<file path="src/rtl/vgs_mon_pkg.sv">
package vgs_mon_pkg;

  // Blanking length in cycles for a 2-bit selector.
  function automatic int unsigned blank_cycles(input logic [1:0] sel, input int unsigned cpu);
    case (sel)
      2'd0:    return cpu / 2;
      2'd1:    return cpu;
      2'd2:    return cpu * 2;
      default: return cpu * 4;
    endcase
  endfunction

  // Deglitch length in cycles for a 2-bit selector.
  function automatic int unsigned degl_cycles(input logic [1:0] sel, input int unsigned cpu);
    case (sel)
      2'd0:    return cpu / 4;
      2'd1:    return cpu / 2;
      2'd2:    return cpu;
      default: return cpu * 2;
    endcase
  endfunction

endpackage

</file>
<file path="src/rtl/vgs_sync.sv">
module vgs_sync #(
  parameter int W = 6
) (
  input  logic         clk,
  input  logic         rst,
  input  logic [W-1:0] d_async,
  output logic [W-1:0] d_sync
);
  logic [W-1:0] stage1;

  always_ff @(posedge clk) begin
    if (rst) begin
      stage1 <= '0;
      d_sync <= '0;
    end else begin
      stage1 <= d_async;
      d_sync <= stage1;
    end
  end
endmodule

</file>
<file path="src/rtl/vgs_chan.sv">
module vgs_chan #(
  parameter int CYC_PER_US = 125,
  parameter int CNT_W      = 10
) (
  input  logic       clk,
  input  logic       rst,
  input  logic       cmd,
  input  logic       sense,
  input  logic [1:0] blank_sel,
  input  logic [1:0] degl_sel,
  output logic       trip,
  output logic       blank_done
);
  logic             cmd_q;
  logic [CNT_W-1:0] bcnt;
  logic [CNT_W-1:0] dcnt;
  logic [CNT_W-1:0] b_len;
  logic [CNT_W-1:0] d_len;
  logic             cmd_chg;
  logic             mism;
  logic             d_full;

  always_comb begin
    b_len      = CNT_W'(vgs_mon_pkg::blank_cycles(blank_sel, CYC_PER_US));
    d_len      = CNT_W'(vgs_mon_pkg::degl_cycles(degl_sel, CYC_PER_US));
    cmd_chg    = cmd ^ cmd_q;
    mism       = cmd ^ sense;
    blank_done = (bcnt == '0);
    d_full     = (dcnt == d_len);
    trip       = blank_done & ~cmd_chg & mism & d_full;
  end

  always_ff @(posedge clk) begin
    if (rst) begin
      cmd_q <= 1'b0;
      bcnt  <= '0;
      dcnt  <= '0;
    end else begin
      cmd_q <= cmd;
      if (cmd_chg) begin
        bcnt <= b_len;
        dcnt <= '0;
      end else if (!blank_done) begin
        bcnt <= bcnt - 1'b1;
        dcnt <= '0;
      end else if (mism) begin
        if (!d_full) dcnt <= dcnt + 1'b1;
      end else begin
        dcnt <= '0;
      end
    end
  end
endmodule

</file>
<file path="src/rtl/vgs_flag_reg.sv">
module vgs_flag_reg #(
  parameter int W = 6
) (
  input  logic         clk,
  input  logic         rst,
  input  logic [W-1:0] trip,
  input  logic         clr,
  output logic [W-1:0] flags,
  output logic         fault_n
);
  logic [W-1:0] flags_nxt;

  always_comb begin
    flags_nxt = clr ? trip : (flags | trip);
  end

  always_ff @(posedge clk) begin
    if (rst) begin
      flags   <= '0;
      fault_n <= 1'b1;
    end else begin
      flags   <= flags_nxt;
      fault_n <= ~|flags_nxt;
    end
  end
endmodule

</file>
<file path="src/rtl/vgs_fault_monitor.sv">
module vgs_fault_monitor #(
  parameter int NUM_CH     = 6,
  parameter int CYC_PER_US = 125
) (
  input  logic              clk,
  input  logic              rst,
  input  logic [NUM_CH-1:0] gate_cmd,
  input  logic [NUM_CH-1:0] vgs_above,
  input  logic [1:0]        blank_sel,
  input  logic [1:0]        degl_sel,
  input  logic              flag_clr,
  output logic [NUM_CH-1:0] flags,
  output logic              fault_n
);
  localparam int MAX_CYC = 4 * CYC_PER_US;
  localparam int CNT_W   = $clog2(MAX_CYC + 1);

  logic [NUM_CH-1:0] cmd_s;
  logic [NUM_CH-1:0] sense_s;
  logic [NUM_CH-1:0] trip_v;
  logic [NUM_CH-1:0] blank_done_v;

  vgs_sync #(.W(NUM_CH)) u_sync_cmd (
    .clk(clk), .rst(rst), .d_async(gate_cmd), .d_sync(cmd_s)
  );

  vgs_sync #(.W(NUM_CH)) u_sync_sense (
    .clk(clk), .rst(rst), .d_async(vgs_above), .d_sync(sense_s)
  );

  for (genvar g = 0; g < NUM_CH; g++) begin : g_ch
    vgs_chan #(.CYC_PER_US(CYC_PER_US), .CNT_W(CNT_W)) u_chan (
      .clk(clk),
      .rst(rst),
      .cmd(cmd_s[g]),
      .sense(sense_s[g]),
      .blank_sel(blank_sel),
      .degl_sel(degl_sel),
      .trip(trip_v[g]),
      .blank_done(blank_done_v[g])
    );
  end

  vgs_flag_reg #(.W(NUM_CH)) u_flags (
    .clk(clk), .rst(rst), .trip(trip_v), .clr(flag_clr),
    .flags(flags), .fault_n(fault_n)
  );
endmodule

</file>
<file path="config.mk">
export PLATFORM = sky130hd
export DESIGN_NAME = vgs_fault_monitor
export DESIGN_NICKNAME = d
export VERILOG_FILES = /design/src/rtl/vgs_mon_pkg.sv /design/src/rtl/vgs_sync.sv /design/src/rtl/vgs_chan.sv /design/src/rtl/vgs_flag_reg.sv /design/src/rtl/vgs_fault_monitor.sv
export SDC_FILE = /design/constraint.sdc
export NUM_CORES = 1
export LEC_CHECK = 0
export ABC_AREA = 1
export BUFFER_PORTS_ARGS = -buffer_cell sky130_fd_sc_hd__buf_2
export CORE_MARGIN = 2
export CORE_UTILIZATION = 63
export CTS_CLUSTER_SIZE = 16
export DETAILED_ROUTE_END_ITERATION = 10
export MAX_ROUTING_LAYER = met4
export PLACE_DENSITY = 0.79
export SKIP_LAST_GASP = 1
export SYNTH_ARGS = -nofsm -noshare
export SYNTH_HDL_FRONTEND = slang
export SYNTH_HIERARCHICAL = 1
export SYNTH_SLANG_ARGS = --single-unit
</file>
<file path="constraint.sdc">
create_clock -name clk -period 1.9 [get_ports clk]
set_input_delay 0.475 -clock clk [delete_from_list [all_inputs] [get_ports clk]]
set_output_delay 0.475 -clock clk [all_outputs]
set_load 0.01 [all_outputs]
</file>
==> impl_metrics.json <==
{
  "power.clock.fraction_pct": 30.8,
  "yosysWarnings": 6,
  "initial_core_util_pct": 63.9,
  "hp-class": "in2reg",
  "syn_area_um2": 8390,
  "grt_pass1_vias": 7146,
  "io_pins": 26,
  "io_buffers": 25,
  "maxCapViolCount": 0,
  "grt_max_degree": 37,
  "clock_latency_ns": 0.42,
  "comb_power_share_pct": 33.5,
  "slowest_stage": "dfxtp_1",
  "nets": 1292,
  "cts_hold_buffers": 0,
  "cp_top_family": "simple AND/OR/NAND/NOR gates",
  "routed_wl_um": 17700,
  "switchingPower_uw": 4060,
  "gp_congestion": 0.915,
  "core_area_um2": 13100,
  "fin_skew_ns": 0.00818,
  "cp.required_ns": 2.22,
  "period_share_pct": 84.6,
  "total_power_uw": 11300,
  "first_iter_violations": 590,
  "setup_viol_count_final": 0,
  "grt_pass1_wl_um": 31200,
  "crit_fanout": 5,
  "synth_nets": 1241,
  "detail-route-antenna-nets": 0,
  "synth_cell_types": 31,
  "cts_num_sinks": 145,
  "drtPass1Iterations": 5,
  "rows": 42,
  "path_cells": "inv_1, ha_1, nand2_2, nor2_4, nand2_4, clkinv_2, nand2_4, nor2_1, inv_1, nand2_1, nor2_1, nand3_1, nand2_1",
  "worstSetupStartpointType": "flop",
  "instances_no_fill": 1450,
  "fp.dieW_um": 119,
  "num_antenna_cells": 0,
  "hold_viol": 0,
  "grt_antenna_before_repair": 0,
  "die_h_um": 119,
  "dieArea_um2": 14300,
  "path_clk_slew_ns": 0.06,
  "holdWs_ns": 0.250,
  "syn_to_final_growth_pct": 13.1,
  "slew_violations": 0,
  "post-place-ws_ns": 0.118,
  "cts_buffers": 17,
  "track_usage_pct": 27.1,
  "leakagePower_uw": 0.00385,
  "endpoint_kind": "flop",
  "wl_per_cell_um": 12.2,
  "cp_num_buf_inv": 3,
  "vias": 7577,
  "outcome": "complete, no violations",
  "final.setup.worst_slack_ns": 0.293,
  "post_cts_buffers": 0,
  "vias_per_cell": 5.23,
  "rsz0062_at_grt": "false",
  "worst_pin_slew_ns": 0.552,
  "synth_cells": 1210,
  "synth-seq-area-share_pct": 34.6,
  "ir_worst_vdd_mv": 0.699,
  "switching_share_pct": 36.0,
  "p_int_uw": 7220,
  "ys_seq_elements": 145,
  "h-tree-depth": 4,
  "drt_drc_violations_left": 0,
  "slew_headroom_pct": 62.9,
  "syn_avg_cell_area_um2": 6.94,
  "dp.cells": 1418,
  "tns_ns": 0,
  "cts_resized": 0,
  "arrival_ns": 1.93,
  "cts_tree": "yes",
  "cellPowerDensity_nw_per_um2": 1190,
  "cpPeakStageDelay_ns": 0.32,
  "critPathKind": "reg2reg",
  "cts_root_buffer": "clkbuf_16",
  "pwr-share-seq_pct": 35.7,
  "cts_max_path_buffers": 2,
  "yosys.area.top_type": "dfxtp_1",
  "post-dp-hpwl_um": 12300,
  "overflow": 0,
  "final.min_clock_period_ns": 1.61,
  "fmax_ghz": 0.622,
  "layout-drive-gt1-share_pct": 20.3,
  "synth.area.top_cells": "dfxtp_1 35%, nand2_1 13%, inv_1 7.6%",
  "synth.top_cell.area_share_pct": 34.6
}
-- tightest hold or removal path: cells and delay by family --
| family | cells | cell delay, ns |
|---|---|---|
| buffers and inverters | 2 | 0.10 |
| and+or+nand+nor | 1 | 0.06 |
-- cell usage after synthesis, drive strengths merged --
library cell and instances:
a21oi 126, buf 8, dfxtp 145, nor3 54, nand2 325, nand3 91, xor2 12, nor4 6
nor2 165, o21ai 30, nand4 18, or2 12, inv 188, clkinv 6, xnor2 6, clkbuf 6
ha 12
-- power groups by stage --
stage	Combinational (uW)	Sequential [uW]	Clock, uW
3_5_place_dp	3690	4080	0
5_1_grt	4310	4100	3670
3_3_place_gp	3590	4060	0
2_1_floorplan	3090	3990	0
6_report	3780	4020	3480
4_1_cts	3770	4020	3550
-- worst paths after layout --
check,from,to,depth (start not counted),slack [ns]
min,vgs_above[3],u_sync_sense/stage1[3]$_SDFF_PP0_,3,0.25
max,g_ch[3].u_chan/bcnt[0]$_SDFFE_PP0P_,u_flags/fault_n$_SDFF_PP1_,13,0.29
min reg2reg,u_sync_cmd/stage1[5]$_SDFF_PP0_,u_sync_cmd/d_sync[5]$_SDFF_PP0_,2,0.40
max reg2reg,g_ch[3].u_chan/bcnt[0]$_SDFFE_PP0P_,u_flags/fault_n$_SDFF_PP1_,13,0.29
-- per-stage QoR --
step                utilization, %  cell area (um2)
floorplan                        -             8390
global route                  72.2             9490
finish                        72.2             9490
detailed placement            67.5             8870
global placement              67.5             8870
CTS                           72.2             9490
-- layout by cell type, fill, tap and decap left out, types with 6 or more instances in the layout --
cell       count
nor2_4        18
nor3_1        42
ha_1          12
inv_2         13
nor2_1       123
clkinv_2       9
buf_2         24
or2_2          6
nand2_2       20
a21oi_1       72
nand3_4        6
nor4_1         6
inv_4          6
nor3_2        12
inv_1        169
dfxtp_1      145
xor2_1        12
nand2_1      293
o21ai_0       18
nor2_2        18
nand2_4       12
nor2_8         6
xnor2_1        6
a21oi_2       54
or2_1          6
o21ai_1       12
nand4_1       18
nand3_1       79
clkbuf_16     17
buf_4         18
nand3_2        6
-- sequential cells by signal, indices dropped and copies added, names as in the netlist --
signal	flops
u_flags/flags	6
u_sync_cmd/d_sync	6
u_sync_cmd/stage1	6
g_ch.u_chan/cmd_q	6
u_sync_sense/d_sync	6
u_sync_sense/stage1	6
g_ch.u_chan/dcnt	54
u_flags/fault_n	1
g_ch.u_chan/bcnt	54
-- cell type report --
class	count	area (um2)
Clock buffer	23	488
Fill cell	1062	3650
Tap cell	176	220
Multi-Input combinational cell	857	4660
Inverter	194	751
Sequential cell	145	2900
Clock inverter	9	129
Timing Repair Buffer	46	335
-- cell families (layout without fill, tap and decap cells) --
family | count (synthesis) | in the layout | synth area share (%)
buf+inv | 208 | 272 | 9.84
simple gates | 671 | 671 | 40.2
fa+ha+maj | 12 | 12 | 1.79
compound gates | 156 | 156 | 11.7
xor+xnor | 18 | 18 | 1.88
flops | 145 | 145 | 34.6
-- routing by layer --
layer / share of wire (%) / wire length (um) / GRT usage [%] / vias up
li1: - / - / - / 3941
met1: 44 / 7870 / 32.1 / 3425
met2: 50 / 8820 / 46.0 / 186
met3: 4.0 / 713 / 5.22 / 25
met4: 1.8 / 318 / 9.63 / 0
met5: 0 / 0 / - / -
Note: power is estimated with default switching activity, not from simulation.
